[src/rtl/frx_pkg.sv]
package frx_pkg;
  typedef struct packed {
    logic push;
    logic pop;
  } frxStrobes_t;

  localparam logic [1:0] ADDR_STAT = 2'd0;
  localparam logic [1:0] ADDR_CNT  = 2'd1;
  localparam logic [1:0] ADDR_DATA = 2'd2;
  localparam logic [1:0] ADDR_MASK = 2'd3;
endpackage

[src/rtl/frx_datapath.sv]
module frx_datapath
  import frx_pkg::*;
#(
  parameter int DEPTH = 8,
  parameter int DW    = 8,
  localparam int CNTW = $clog2(DEPTH + 1),
  localparam int PTRW = (DEPTH > 1) ? $clog2(DEPTH) : 1
) (
  input  logic            clk,
  input  logic            rstN,
  input  frxStrobes_t     strobes,
  input  logic [DW-1:0]   inByte,
  output logic [CNTW-1:0] count,
  output logic [DW-1:0]   headByte,
  output logic            full
);
  logic [DW-1:0]   mem [DEPTH];
  logic [PTRW-1:0] wrPtr, rdPtr;

  always_ff @(posedge clk) begin
    if (strobes.push) mem[wrPtr] <= inByte;
  end

  always_ff @(posedge clk) begin
    if (!rstN) begin
      wrPtr <= '0;
      rdPtr <= '0;
      count <= '0;
    end else begin
      if (strobes.push)
        wrPtr <= (wrPtr == PTRW'(DEPTH - 1)) ? '0 : wrPtr + 1'b1;
      if (strobes.pop)
        rdPtr <= (rdPtr == PTRW'(DEPTH - 1)) ? '0 : rdPtr + 1'b1;
      unique case ({strobes.push, strobes.pop})
        2'b10:   count <= count + 1'b1;
        2'b01:   count <= count - 1'b1;
        default: count <= count;
      endcase
    end
  end

  assign headByte = mem[rdPtr];
  assign full     = (count == CNTW'(DEPTH));

  p_count_bound_r11: assert property (@(posedge clk) disable iff (!rstN)
    count <= CNTW'(DEPTH));

  p_pop_dec_r3: assert property (@(posedge clk) disable iff (!rstN)
    strobes.pop && !strobes.push |=> count == $past(count) - 1'b1);
endmodule

[src/rtl/frx_control.sv]
module frx_control
  import frx_pkg::*;
#(
  parameter int DEPTH = 8,
  parameter int DW    = 8,
  localparam int CNTW = $clog2(DEPTH + 1)
) (
  input  logic            clk,
  input  logic            rstN,
  input  logic            pktByteValid,
  input  logic            pktEnd,
  input  logic            sofPulse,
  input  logic            regRd,
  input  logic            regWr,
  input  logic [1:0]      regAddr,
  input  logic [2:0]      regWdata,
  input  logic [CNTW-1:0] count,
  input  logic [DW-1:0]   headByte,
  input  logic            full,
  output frxStrobes_t     strobes,
  output logic [7:0]      regRdata,
  output logic            pktNak,
  output logic            epIrq,
  output logic            sofIrq
);
  logic pktDoneQ, sofReqQ, epMaskQ, sofMaskQ;
  logic notEmpty, wrStat, wrMask;

  assign notEmpty = (count != '0);
  assign wrStat   = regWr && (regAddr == ADDR_STAT);
  assign wrMask   = regWr && (regAddr == ADDR_MASK);

  assign strobes.push = pktByteValid && !pktDoneQ && !full;
  assign strobes.pop  = regRd && (regAddr == ADDR_DATA) && notEmpty;

  always_ff @(posedge clk) begin
    if (!rstN) begin
      pktDoneQ <= 1'b0;
      sofReqQ  <= 1'b0;
      epMaskQ  <= 1'b1;
      sofMaskQ <= 1'b1;
    end else begin
      if (pktDoneQ) pktDoneQ <= !(wrStat && regWdata[1]);
      else          pktDoneQ <= pktEnd;
      sofReqQ <= sofPulse || (sofReqQ && !(wrStat && regWdata[2]));
      if (wrMask) begin
        epMaskQ  <= regWdata[0];
        sofMaskQ <= regWdata[1];
      end
    end
  end

  always_comb begin
    unique case (regAddr)
      ADDR_STAT: regRdata = {5'b0, sofReqQ, pktDoneQ, notEmpty};
      ADDR_CNT:  regRdata = 8'(count);
      ADDR_DATA: regRdata = notEmpty ? 8'(headByte) : 8'h00;
      default:   regRdata = {6'b0, sofMaskQ, epMaskQ};
    endcase
  end

  assign pktNak = pktDoneQ;
  assign epIrq  = pktDoneQ && !epMaskQ;
  assign sofIrq = sofReqQ && !sofMaskQ;

  p_sof_set_r6: assert property (@(posedge clk) disable iff (!rstN)
    sofPulse |=> sofReqQ);

  p_pkt_done_r4: assert property (@(posedge clk) disable iff (!rstN)
    pktEnd && !pktDoneQ |=> pktDoneQ);

  p_nak_hold_r5: assert property (@(posedge clk) disable iff (!rstN)
    pktDoneQ && !strobes.pop |=> count == $past(count));

  p_w1c_zero_r7: assert property (@(posedge clk) disable iff (!rstN)
    wrStat && !regWdata[1] && pktDoneQ |=> pktDoneQ);
endmodule

[src/rtl/frame_rx_endpoint.sv]
module frame_rx_endpoint
  import frx_pkg::*;
#(
  parameter int DEPTH = 8
) (
  input  logic       clk,
  input  logic       rstN,
  input  logic       pktByteValid,
  input  logic [7:0] pktByte,
  input  logic       pktEnd,
  output logic       pktNak,
  input  logic       sofPulse,
  input  logic       regRd,
  input  logic       regWr,
  input  logic [1:0] regAddr,
  input  logic [2:0] regWdata,
  output logic [7:0] regRdata,
  output logic       epIrq,
  output logic       sofIrq
);
  localparam int DW   = 8;
  localparam int CNTW = $clog2(DEPTH + 1);

  frxStrobes_t     strobes;
  logic [CNTW-1:0] count;
  logic [DW-1:0]   headByte;
  logic            full;

  frx_control #(.DEPTH(DEPTH), .DW(DW)) i_control (
    .clk(clk), .rstN(rstN), .pktByteValid(pktByteValid), .pktEnd(pktEnd),
    .sofPulse(sofPulse), .regRd(regRd), .regWr(regWr), .regAddr(regAddr),
    .regWdata(regWdata), .count(count), .headByte(headByte), .full(full),
    .strobes(strobes), .regRdata(regRdata), .pktNak(pktNak),
    .epIrq(epIrq), .sofIrq(sofIrq)
  );

  frx_datapath #(.DEPTH(DEPTH), .DW(DW)) i_datapath (
    .clk(clk), .rstN(rstN), .strobes(strobes), .inByte(pktByte),
    .count(count), .headByte(headByte), .full(full)
  );
endmodule

[config.mk]
export PLATFORM = sky130hd
export DESIGN_NAME = frame_rx_endpoint
export DESIGN_NICKNAME = d
export VERILOG_FILES = /design/src/rtl/frx_pkg.sv /design/src/rtl/frx_datapath.sv /design/src/rtl/frx_control.sv /design/src/rtl/frame_rx_endpoint.sv
export SDC_FILE = /design/constraint.sdc
export NUM_CORES = 1
export LEC_CHECK = 0
export BUFFER_PORTS_ARGS = -buffer_cell sky130_fd_sc_hd__buf_2
export CORE_MARGIN = 4
export CORE_UTILIZATION = 50
export DETAILED_ROUTE_END_ITERATION = 16
export GPL_ROUTABILITY_DRIVEN = 0
export GPL_TIMING_DRIVEN = 0
export MAX_ROUTING_LAYER = met4
export PLACE_DENSITY = 0.79
export SYNTH_ARGS = -nofsm -noshare
export SYNTH_HDL_FRONTEND = slang
export SYNTH_SLANG_ARGS = --single-unit
[constraint.sdc]
create_clock -name clk -period 2.6 [get_ports clk]
set_input_delay 0.52 -clock clk [delete_from_list [all_inputs] [get_ports clk]]
set_output_delay 0.52 -clock clk [all_outputs]
set_load 0.005 [all_outputs]
---- After elaboration in Yosys (flattened, before gate mapping) ----
Memories as Yosys holds them, arrays and structs flattened. A register that Yosys moved wholly into a read port is not among the register bits.
Index checks and enable logic that the tools add are counted.
storage, ports and cells
  RAM bits ................................ 64
  output and inout port bits .............. 11
  logic and storage cells ................. 51
  bits in latches ......................... 0
  bits of input ports ..................... 20
  memories kept ........................... 1
  ROM bits ................................ 0
  flip-flop bits (word level) ............. 14
memories
  name            depth  bits a word  rd ports  clocked after memory_dff  wr ports  line                source
  i_datapath.mem  8      8            1         1                         1         frx_datapath.sv:17  logic [DW-1:0] mem [DEPTH];
operators by class
  multipliers ............................. 0
  divide/modulo/power cells ............... 0
  $lt $le $gt $ge ......................... 0
  shift operators ......................... 0
  reductions and logical operators ........ 21
  add/sub/neg operators ................... 4
  muxes and demuxes ....................... 10
  bitwise operators ....................... 0
  eq/ne operators ......................... 8
operators with widths
  operator                                              count
  case mux 8 bit (3 select lines)                       1
  two-way mux 3 bit                                     4
  logical AND 1 bit                                     11
  two-way mux 8 bit                                     1
  case mux 4 bit (2 select lines)                       1
  adder 3 x 1 -> 3 bit (second input constant)          2
  equality test 2 bit (second input constant)           3
  equality test 3 bit (second input constant)           2
  logical NOT 1 bit                                     6
  adder 4 x 1 -> 4 bit (second input constant)          1
  equality test 2 x 1 -> 1 bit (second input constant)  2
  equality test 4 bit (second input constant)           1
  nonzero test 4 bit                                    1
  subtractor 4 x 1 -> 4 bit (second input constant)     1
  two-way mux 1 bit                                     3
  logical NOT 2 bit                                     1
  nonzero test 2 bit                                    1
  logical OR 1 bit                                      1

---- Logic depth before layout (Yosys ltp) ----
  word-level depth ........................ 6
  gate-level depth with buffers ........... 11
  depth with buffers taken out ............ 10

---- Hierarchy ----
A second synthesis with hierarchy kept.
unflattened totals
  cell total of the unflattened synthesis .. 203
  area total of the unflattened synthesis .. 3487.1 sq um
by module, submodules not included
  module        cells an instance  seq. area each (sq um)  times used  area an instance (sq um)
  frx_datapath  163                2182.1                  1           3130.5
  frx_control   40                 80.1                    1           356.6

---- Least setup slack after synthesis ----
No wires, ideal clock.
  path type ............................... input -> register
  from .................................... input port regAddr[0]
  to ...................................... register i_datapath.count[2]
  setup time .............................. 76 ps
  data required time ...................... 2524 ps
  cell stages on the path ................. 10
  path buffers ............................ 1
  arrival time ............................ 2392 ps
  slack ................................... 132 ps
  cells stage by stage .................... clkbuf_1 -> nand4bb_1 -> inv_1 -> ha_1 -> xor2_1 -> ha_1 -> a21oi_1 -> xor2_1 -> or3_2 -> a21boi_0
on the way
  longest elaborated chain between the ends .. 5
  elaborated cells between the ends (all ways) .. 7
  those cells by class .................... 3 x eq/ne; 1 x mux; 3 x reduce/logical
ends and longest elaborated chain
  what                                                                          line                     source
  from (decl)                                                                   frame_rx_endpoint.sv:15  input logic [1:0] regAddr,
  equality test 2 bit (*)                                                       frx_control.sv:34        assign strobes.pop = regRd && (regAddr == ADDR_DATA) && notEmpty;
  logical AND 1 bit (*) (2 in a row)                                            frx_control.sv:34
  equality test 2 x 1 -> 1 bit / equality test 2 bit (equally long branches)    frx_datapath.sv:34       unique case ({strobes.push, strobes.pop})
  case mux 4 bit (2 select lines) / nonzero test 2 bit (equally long branches)  n/a
  to (signal assigned)                                                          frx_datapath.sv:35       2'b10: count <= count + 1'b1;
  to (signal assigned)                                                          frx_datapath.sv:36       2'b01: count <= count - 1'b1;
  to (signal assigned)                                                          frx_datapath.sv:37       default: count <= count;
  to (decl)                                                                     frx_datapath.sv:13       output logic [CNTW-1:0] count,
Mark *: on every way between the ends. The rest lies on a longest branch, timed or not.
A chain may end at the register's enable or synchronous reset.

==> results.json <==
{
  "status": "completed",
  "vias": 1921,
  "grt_antenna_before_repair": 0,
  "r2r_end": "i_datapath.count[2]",
  "min_to": "i_control.pktNak",
  "io_pins": 31,
  "totalWireLength_mm": 6.22,
  "reg2reg_setup_slack_ns": 0.17,
  "finalClockSkew_ns": 0.00936,
  "firstDrtPassIters": 4,
  "synth_cell_types": 41,
  "yosysTopAreaCell": "edfxtp_1",
  "crit_path_end_kind": "output pin",
  "period_needed_ns": 2.49,
  "tns_ns": 0,
  "hold_class": "input port to flop",
  "synthCells": 212,
  "grt_max_degree": 16,
  "ys_top_cells_by_area": "edfxtp_1 (57%), dfxtp_1 (10%), mux4_2 (10%)",
  "synth-seq-area-share_pct": 66.9,
  "avgViaCountPerCell": 5.68,
  "post-place-ws_ns": -0.0802,
  "worstPathMaxFanout": 7,
  "die_h_um": 90.2,
  "synth_edf_count": 64,
  "reg2regPathDepth": 11,
  "cp_top_family": "multiplexers",
  "cp_data_required_time_ns": 2.08,
  "synth_warnings": 0,
  "cp.buffers_inverters": 2,
  "fin_crit_sh_pct": 95.6,
  "fin_util_pct": 60.5,
  "initial_core_util_pct": 52.3,
  "cts.sinks": 81,
  "peakVddDrop_v": 0.000261,
  "synth_common_cells": "edfxtp_1 (64), dfxtp_1 (17), nand2_1 (16), mux4_2 (15), mux2i_1 (14)",
  "hold_path_startpoint": "regWdata[1]",
  "fp.coreArea_um2": 6460,
  "setup_viol": 0,
  "syn_avg_cell_area_um2": 15.9,
  "syn_nets": 239,
  "cts.path.max_buffers": 2,
  "synth_flop_cell": "edfxtp_1",
  "synth-async-reset-ratio_pct": 0,
  "cp.arrival_ns": 1.97,
  "post_layout_nonfiller_instances": 338,
  "crit_chain": "clkbuf_4 > mux4_2 > mux2_2 > nand2_1 > a221oi_1 > buf_2",
  "grt_usage_pct": 16.8,
  "tightest_slew_ns": 1.20,
  "port_buffers": 29,
  "cap_violations": 0,
  "overflow": 0,
  "cts_buffers": 9,
  "p_leak_nw": 1.37,
  "path_class": "flop to output pin",
  "p_total_mw": 2.44,
  "critPathMaxStageDelay_ns": 0.51,
  "slew-limit-headroom_pct": 19.7,
  "drive_gt1_share_pct": 33.0,
  "htreeDepth": 3,
  "dieWidth_um": 90.2,
  "yosysMostFrequentCell": "edfxtp_1",
  "cts_root_buf": "clkbuf_8",
  "hold_depth": 2,
  "dieArea_um2": 8140,
  "cpMaxStageDelayCell": "mux4_2",
  "path_clk_slew_ns": 0.08,
  "nets": 283,
  "r2r_start": "i_datapath.count[1]",
  "drcViolationCount": 0,
  "dpl.cell_count": 321,
  "cts_tree": "done",
  "synth_seq_cells": 81,
  "insertion_delay_ns": 0.35,
  "power.density_nw_per_um2": 625,
  "final_hold_viol_count": 0,
  "fin_ws_ns": 0.114,
  "rows": 29,
  "fmax_ghz": 0.402,
  "post_drt_wl_per_cell_um": 18.4,
  "syn_to_final_growth_pct": 15.6,
  "place_hpwl_mm": 4.24,
  "grt_pass1_vias": 1850,
  "drtIter0Drc": 96,
  "synth_top_area_share_pct": 56.9,
  "synthesis.area_um2": 3380,
  "maxSlewViolCount": 0,
  "grt_pass1_wl_mm": 9.94,
  "antenna_left": 0,
  "start_kind": "flop",
  "n_antenna_cell": 0
}
placed cells by master (no fill, tap or decap), types with 2 or more instances in the layout:
| cell type | count |
|---|---|
| nand2_1 | 16 |
| nor3b_2 | 2 |
| nor3_1 | 2 |
| nor4b_2 | 2 |
| nor2_1 | 10 |
| clkinv_4 | 2 |
| clkbuf_4 | 2 |
| a21oi_1 | 3 |
| mux2i_1 | 14 |
| inv_1 | 4 |
| mux2_2 | 2 |
| buf_4 | 7 |
| or3_1 | 2 |
| clkbuf_1 | 3 |
| nand3b_1 | 2 |
| nand3_1 | 4 |
| clkinv_2 | 2 |
| dfxtp_2 | 2 |
| ha_1 | 6 |
| o21ai_0 | 5 |
| buf_2 | 30 |
| nor2b_1 | 6 |
| clkinv_1 | 2 |
| clkbuf_8 | 9 |
| xor2_1 | 2 |
| edfxtp_1 | 64 |
| nor3_2 | 2 |
| a21boi_0 | 4 |
| dfxtp_1 | 15 |
| mux4_2 | 15 |
how the worst max path moves through the flow:
stage | startpoint | cells after the start | slack, ns | end
after floorplan | regAddr[0] | 10 | 0.13 | i_datapath.count[2]
after CTS | i_datapath.count[1] | 11 | 0.01 | i_datapath.count[2]
after global routing | i_datapath.count[1] | 11 | -0.002 | i_datapath.count[2]
after global placement | pktByteValid | 5 | -0.63 | i_datapath.mem[2][4]
final | flop | 6 | 0.11 | regRdata[2]
after detailed placement | regAddr[0] | 10 | -0.08 | i_datapath.count[2]
layer usage:
layer	track usage (%)	vias to the layer above	part of all wire, %
met2	25.6	45	50
li1	-	908	-
met1	21.3	960	44
met4	8.04	0	1.5
met5	-	-	0
met3	3.84	8	4.3
sequential cells by signal, indices dropped and copies added (netlist names), named ones only:
signal              flops
i_datapath.rdPtr        3
i_datapath.wrPtr        3
i_datapath.count        4
i_control.pktNak        1
i_control.sofMaskQ      1
i_control.epMaskQ       1
i_control.sofReqQ       1
i_datapath.mem         64
cells by family after synthesis:
kind of cell	Yosys count	synth area share, %
AND/OR/NAND/NOR	55	8.70
AO/OA/AOI/OAI	20	4.18
buffers and inverters	15	2.00
adder cells (fa/ha/maj)	7	2.59
XOR/XNOR	3	0.778
flip-flops	81	66.9
multiplexers	31	14.8
cell type report:
type / instances / area, um2
Clock buffer: 9 / 124
Clock inverter: 7 / 46.3
Timing Repair Buffer: 34 / 183
Tap cell: 77 / 96.3
Sequential cell: 81 / 2260
Buffer: 9 / 50.0
Inverter: 5 / 18.8
Fill cell: 472 / 2550
Multi-Input combinational cell: 116 / 1120
what timing repair did:
| item | 4_1_cts | 5_1_grt |
|---|---|---|
| setup buffers | 0 | 2 |
| setup endpoints to repair | 6 | 12 |
| gates resized for setup | 2 | 9 |
| hold buffers | 0 | 0 |
| pin swaps | 1 | 2 |
per-stage QoR:
stage	hold slack, ns	area (um2)
finish	0.396	3910
global route	0.391	3910
CTS	0.380	3850
detailed placement	0.514	3680
global placement	0.488	3620
floorplan	0.462	3380
power breakdown:
| group | internal [mW] | switching, mW |
|---|---|---|
| Sequential | 1.42 | 0.0196 |
| Clock | 0.346 | 0.447 |
| Combinational | 0.0998 | 0.107 |
No activity file was read; power rests on OpenSTA's default activity.
